<file path="src/rtl/rxq_pkg.sv">
package rxq_pkg;
  typedef enum logic [1:0] {
    SEL_STAT = 2'd0,
    SEL_EXT  = 2'd1,
    SEL_DATA = 2'd2,
    SEL_RSVD = 2'd3
  } rsel_e;

  localparam int ST_PF   = 0;
  localparam int ST_NE   = 1;
  localparam int ST_FULL = 2;
endpackage

</file>
<file path="src/rtl/rxq_mem.sv">
module rxq_mem #(
  parameter int DW    = 8,
  parameter int DEPTH = 4,
  parameter int AW    = 2
) (
  input  logic          clk,
  input  logic          we,
  input  logic [AW-1:0] waddr,
  input  logic [DW-1:0] wdata,
  input  logic          wtag,
  input  logic [AW-1:0] raddr,
  output logic [DW-1:0] rdata,
  output logic          rtag
);
  logic [DW:0] store [DEPTH];

  always_ff @(posedge clk) begin
    if (we) store[waddr] <= {wtag, wdata};
  end

  assign rdata = store[raddr][DW-1:0];
  assign rtag  = store[raddr][DW];
endmodule

</file>
<file path="src/rtl/rxq_ptrs.sv">
module rxq_ptrs #(
  parameter int DEPTH = 4,
  parameter int AW    = 2,
  parameter int CW    = 3
) (
  input  logic          clk,
  input  logic          rst,
  input  logic          push,
  input  logic          pop,
  output logic [AW-1:0] wptr,
  output logic [AW-1:0] rptr,
  output logic [CW-1:0] count,
  output logic          empty,
  output logic          full
);
  localparam logic [AW-1:0] LAST = AW'(DEPTH - 1);

  always_ff @(posedge clk) begin
    if (rst) begin
      wptr  <= '0;
      rptr  <= '0;
      count <= '0;
    end else begin
      if (push) wptr <= (wptr == LAST) ? '0 : wptr + 1'b1;
      if (pop)  rptr <= (rptr == LAST) ? '0 : rptr + 1'b1;
      if (push && !pop)      count <= count + 1'b1;
      else if (pop && !push) count <= count - 1'b1;
    end
  end

  assign empty = (count == '0);
  assign full  = (count == CW'(DEPTH));
endmodule

</file>
<file path="src/rtl/rxq_flag.sv">
module rxq_flag (
  input  logic clk,
  input  logic rst,
  input  logic err_evt,
  input  logic stat_rd,
  input  logic data_rd,
  output logic pf,
  output logic armed
);
  always_ff @(posedge clk) begin
    if (rst) begin
      pf    <= 1'b0;
      armed <= 1'b0;
    end else begin
      if (err_evt)               pf <= 1'b1;
      else if (data_rd && armed) pf <= 1'b0;

      if (err_evt)      armed <= 1'b0;
      else if (stat_rd) armed <= 1'b1;
      else if (data_rd) armed <= 1'b0;
    end
  end
endmodule

</file>
<file path="src/rtl/rx_tag_fifo.sv">
module rx_tag_fifo
  import rxq_pkg::*;
#(
  parameter int DW    = 8,
  parameter int DEPTH = 4
) (
  input  logic          clk,
  input  logic          rst,
  input  logic          wr_stb,
  input  logic [DW-1:0] wr_data,
  input  logic          par_mismatch,
  input  logic          par_en,
  input  logic          ovr_in,
  input  logic          rd_stb,
  input  logic [1:0]    rd_sel,
  output logic [DW-1:0] rd_data
);
  localparam int AW = (DEPTH > 1) ? $clog2(DEPTH) : 1;
  localparam int CW = $clog2(DEPTH + 1);

  logic [AW-1:0] wptr, rptr;
  logic [CW-1:0] cnt;
  logic          empty, full;
  logic          accept, err_evt, tag_in;
  logic          stat_rd, ext_rd, data_rd, pop;
  logic          pf_q, armed_q;
  logic [DW-1:0] head_data;
  logic          head_tag;
  logic [DW-1:0] rd_next;
  rsel_e         sel;

  assign sel     = rsel_e'(rd_sel);
  assign accept  = wr_stb && !ovr_in && !full;
  assign tag_in  = par_en && par_mismatch;
  assign err_evt = accept && tag_in;
  assign stat_rd = rd_stb && (sel == SEL_STAT);
  assign ext_rd  = rd_stb && (sel == SEL_EXT);
  assign data_rd = rd_stb && (sel == SEL_DATA);
  assign pop     = data_rd && !empty;

  rxq_ptrs #(.DEPTH(DEPTH), .AW(AW), .CW(CW)) u_ptrs (
    .clk(clk), .rst(rst), .push(accept), .pop(pop),
    .wptr(wptr), .rptr(rptr), .count(cnt), .empty(empty), .full(full)
  );

  rxq_mem #(.DW(DW), .DEPTH(DEPTH), .AW(AW)) u_mem (
    .clk(clk), .we(accept), .waddr(wptr), .wdata(wr_data), .wtag(tag_in),
    .raddr(rptr), .rdata(head_data), .rtag(head_tag)
  );

  rxq_flag u_flag (
    .clk(clk), .rst(rst), .err_evt(err_evt), .stat_rd(stat_rd),
    .data_rd(data_rd), .pf(pf_q), .armed(armed_q)
  );

  always_comb begin
    rd_next = '0;
    if (stat_rd) begin
      rd_next[ST_PF]   = pf_q;
      rd_next[ST_NE]   = !empty;
      rd_next[ST_FULL] = full;
    end else if (ext_rd) begin
      rd_next[0] = !empty && head_tag;
    end else if (data_rd && !empty) begin
      rd_next = head_data;
    end
  end

  always_ff @(posedge clk) begin
    if (rst)         rd_data <= '0;
    else if (rd_stb) rd_data <= rd_next;
  end
endmodule

</file>
<file path="config.mk">
export PLATFORM = sky130hd
export DESIGN_NAME = rx_tag_fifo
export DESIGN_NICKNAME = d
export VERILOG_FILES = /design/src/rtl/rxq_pkg.sv /design/src/rtl/rxq_mem.sv /design/src/rtl/rxq_ptrs.sv /design/src/rtl/rxq_flag.sv /design/src/rtl/rx_tag_fifo.sv
export SDC_FILE = /design/constraint.sdc
export NUM_CORES = 1
export LEC_CHECK = 0
export CAP_MARGIN = 20
export CORE_AREA = 2 2 74 76
export CTS_CLUSTER_DIAMETER = 30
export CTS_CLUSTER_SIZE = 24
export DETAILED_ROUTE_END_ITERATION = 12
export DIE_AREA = 0 0 76 78
export PLACE_DENSITY_LB_ADDON = 0.12
export SLEW_MARGIN = 0
export SYNTH_ARGS = -nofsm -noshare
export SYNTH_HDL_FRONTEND = slang
export SYNTH_SLANG_ARGS = --single-unit
export TNS_END_PERCENT = 50
</file>
<file path="constraint.sdc">
create_clock -name clk -period 3.15 [get_ports clk]
set_input_delay 0.315 -clock clk [delete_from_list [all_inputs] [get_ports clk]]
set_output_delay 0.315 -clock clk [all_outputs]
set_load 0.02 [all_outputs]
</file>
==> impl_metrics.py <==
metrics = {
    "die": {
        "rows": 26,
        "die-area_mm2": 0.00593,
        "core_mm2": 0.00504,
        "die_w_um": 76,
        "die_h_um": 78,
        "ios": 25,
        "start_util": 0.443,
    },
    "cts": {
        "clock-sinks": 55,
        "clkSlewWorstSetupHoldPaths_ns": 0.10,
        "clock_path_buffers": 2,
        "post_cts_buffers": 0,
        "cts_tree": "yes",
        "ctsHoldBuffers": 0,
        "cts_root_buf": "clkbuf_8",
        "clkLatencyLatePin_ns": 0.31,
        "cts_resized": 0,
        "cts_made_buffers": 5,
        "htreeDepth": 2,
    },
    "final_layout": {
        "fin_cells": 248,
        "areaGrowthSynthToFinish_pct": 18.1,
        "nets": 201,
        "diodes": 0,
        "final_common_cell": "edfxtp_1",
        "layout_common_cells": "edfxtp_1, clkdlybuf4s50_1, dfxtp_1, nor2_1, mux2i_1",
        "drive_gt1_frac": 0.112,
    },
    "timing": {
        "slew_viol_final": 0,
        "post-route-period-util": 0.743,
        "setup_viol": 0,
        "tightest_slew_ns": 0.706,
        "slew-limit-headroom": 0.528,
        "finalHoldViolCount": 0,
        "fin_setup_tns_ns": 0,
        "skew_ns": 0.00847,
        "layout_min_cycle_time_ns": 2.34,
        "clock.fmax_mhz": 428,
        "grt_setup_unrepaired": "false",
    },
    "drt": {
        "wl_per_cell_um": 16.4,
        "routed_via_density": 5.10,
        "drc_errors": 0,
        "drtIter0Drc": 114,
        "firstDrtPassIters": 4,
        "antenna_left": 0,
        "vias": 1266,
        "drt_wl_total_um": 4080,
    },
    "yosys": {
        "avgSynthCellArea_um2": 14.8,
        "synth_edf_count": 36,
        "syn_nets": 175,
        "synth_area_leader_cell": "edfxtp_1",
        "synth_top_area_share": 0.484,
        "synth.area.top_cells": "edfxtp_1, dfxtp_1, mux4_2",
        "netlist-cell-type-count": 34,
        "async_flop_share": 0,
        "synth-seq-cells": 55,
        "syn-cell-area_mm2": 0.00223,
        "ys.flop_type": "edfxtp_1",
        "yosysSeqAreaShare": 0.654,
        "ys.warnings.count": 0,
        "syn_inst": 151,
    },
    "setup_path": {
        "path_depth": 9,
        "max_stage_delay_ns": 0.43,
        "crit_chain": "or3_4 -> and2_4 -> inv_1 -> ha_1 -> inv_1 -> fa_1 -> xor2_1 -> or3_1 -> a21oi_1",
        "endpoint_kind": "flip-flop",
        "reg2reg_depth": 9,
        "crit_type": "reg -> reg",
        "cp.arrival_ns": 2.57,
        "required_ns": 3.39,
        "crit_buf_inv": 2,
        "r2r_slack_ns": 0.81,
        "crit_top_cell": "inv_1",
        "slowest_stage": "or3_4",
        "cp_top_family": "simple AND/OR/NAND/NOR gates",
        "worstSetupStartpointType": "flip-flop",
        "path_max_fanout": 9,
    },
    "placed_design": {
        "dpl.cell_count": 240,
        "dp_hpwl_um": 2790,
        "gp_congestion": 0.706,
        "numPortBuffers": 24,
    },
    "hold_path": {
        "min_path_cells": 2,
        "hold_class": "reg -> reg",
    },
    "global_route": {
        "grt_pass1_vias": 1280,
        "grt_max_degree": 18,
        "grt_first_pass_wirelength_um": 6640,
        "grt.overflow.total": 0,
        "antenna_found_initial": 0,
        "track_usage": 0.151,
    },
    "power": {
        "power_mw": 1.43,
        "p_leak_nw": 0.885,
        "max-vdd-ir-drop_v": 0.000336,
        "power_density_mw_per_mm2": 541,
    },
    "run": {
        "cap_violations": 0,
    },
    "outcome": {
        "outcome": "finished clean",
    },
}
-- worst paths after layout --
check,startpoint,to
setup / recovery,u_ptrs.count[0],u_ptrs.count[2]
hold / removal,rd_data[1],rd_data[1]
setup reg to reg,u_ptrs.count[0],u_ptrs.count[2]
hold reg to reg,rd_data[1],rd_data[1]
-- per-layer routing --
metal,wire (um),GRT usage
met2,2070,0.247
met3,152,0.0407
met4,32,0.0491
met1,1830,0.196
met5,0,0
-- Yosys cell counts (all sizes together) (2+ instances only) --
master,n
a21oi,7
a31oi,2
and2,6
buf,3
clkbuf,3
dfxtp,19
edfxtp,36
ha,6
inv,5
mux2i,8
mux4,7
nand2,2
nand2b,3
nand3,2
nor2,17
nor2b,7
nor3b,2
or3,3
xor2,2
-- state kept, by name (all words and copies together) (netlist names), named ones only --
signal,cells
u_ptrs.count,3
rd_data,8
u_flag.pf,1
u_flag.armed,1
u_ptrs.rptr,2
u_ptrs.wptr,2
u_mem.store,36
-- worst reg2reg max path, stage by stage, from the launching register on --
cell and delay (ns):
dfxtp_1 0.37, or3_4 0.43, and2_4 0.20, inv_1 0.07, ha_1 0.18, inv_1 0.06, fa_1 0.37, xor2_1 0.15
or3_1 0.30, a21oi_1 0.13
-- cell families after synthesis --
logic type / Yosys count / share of synthesized area
buffers and inverters: 11 / 0.0252
AO/OA/AOI/OAI: 16 / 0.0454
XOR/XNOR: 2 / 0.00784
multiplexers: 16 / 0.111
adder cells (fa/ha/maj): 7 / 0.0426
AND/OR/NAND/NOR: 44 / 0.114
flip-flops: 55 / 0.654
-- where the power goes --
group          total, mW  switching, mW  internal (mW)
clock network      0.454          0.221          0.233
registers          0.820         0.0226          0.797
logic              0.155         0.0747         0.0806
-- metrics by stage --
step                setup slack [ns]   util  area [um^2]  hold slack [ns]
floorplan                      0.897      -         2230            0.414
global placement               0.596  0.502         2530            0.461
detailed placement             0.502  0.502         2530            0.466
CTS                            0.804  0.524         2640            0.480
global route                   0.644  0.524         2640            0.506
finish                         0.811  0.524         2640            0.475
-- area by class of cell --
type / count / area, um^2
Clock buffer: 5 / 68.8
Clock inverter: 3 / 38.8
Fill cell: 430 / 2400
Inverter: 5 / 18.8
Multi-Input combinational cell: 85 / 717
Sequential cell: 55 / 1460
Tap cell: 70 / 87.6
Timing Repair Buffer: 25 / 248
No activity file was read; power rests on OpenSTA's default activity.
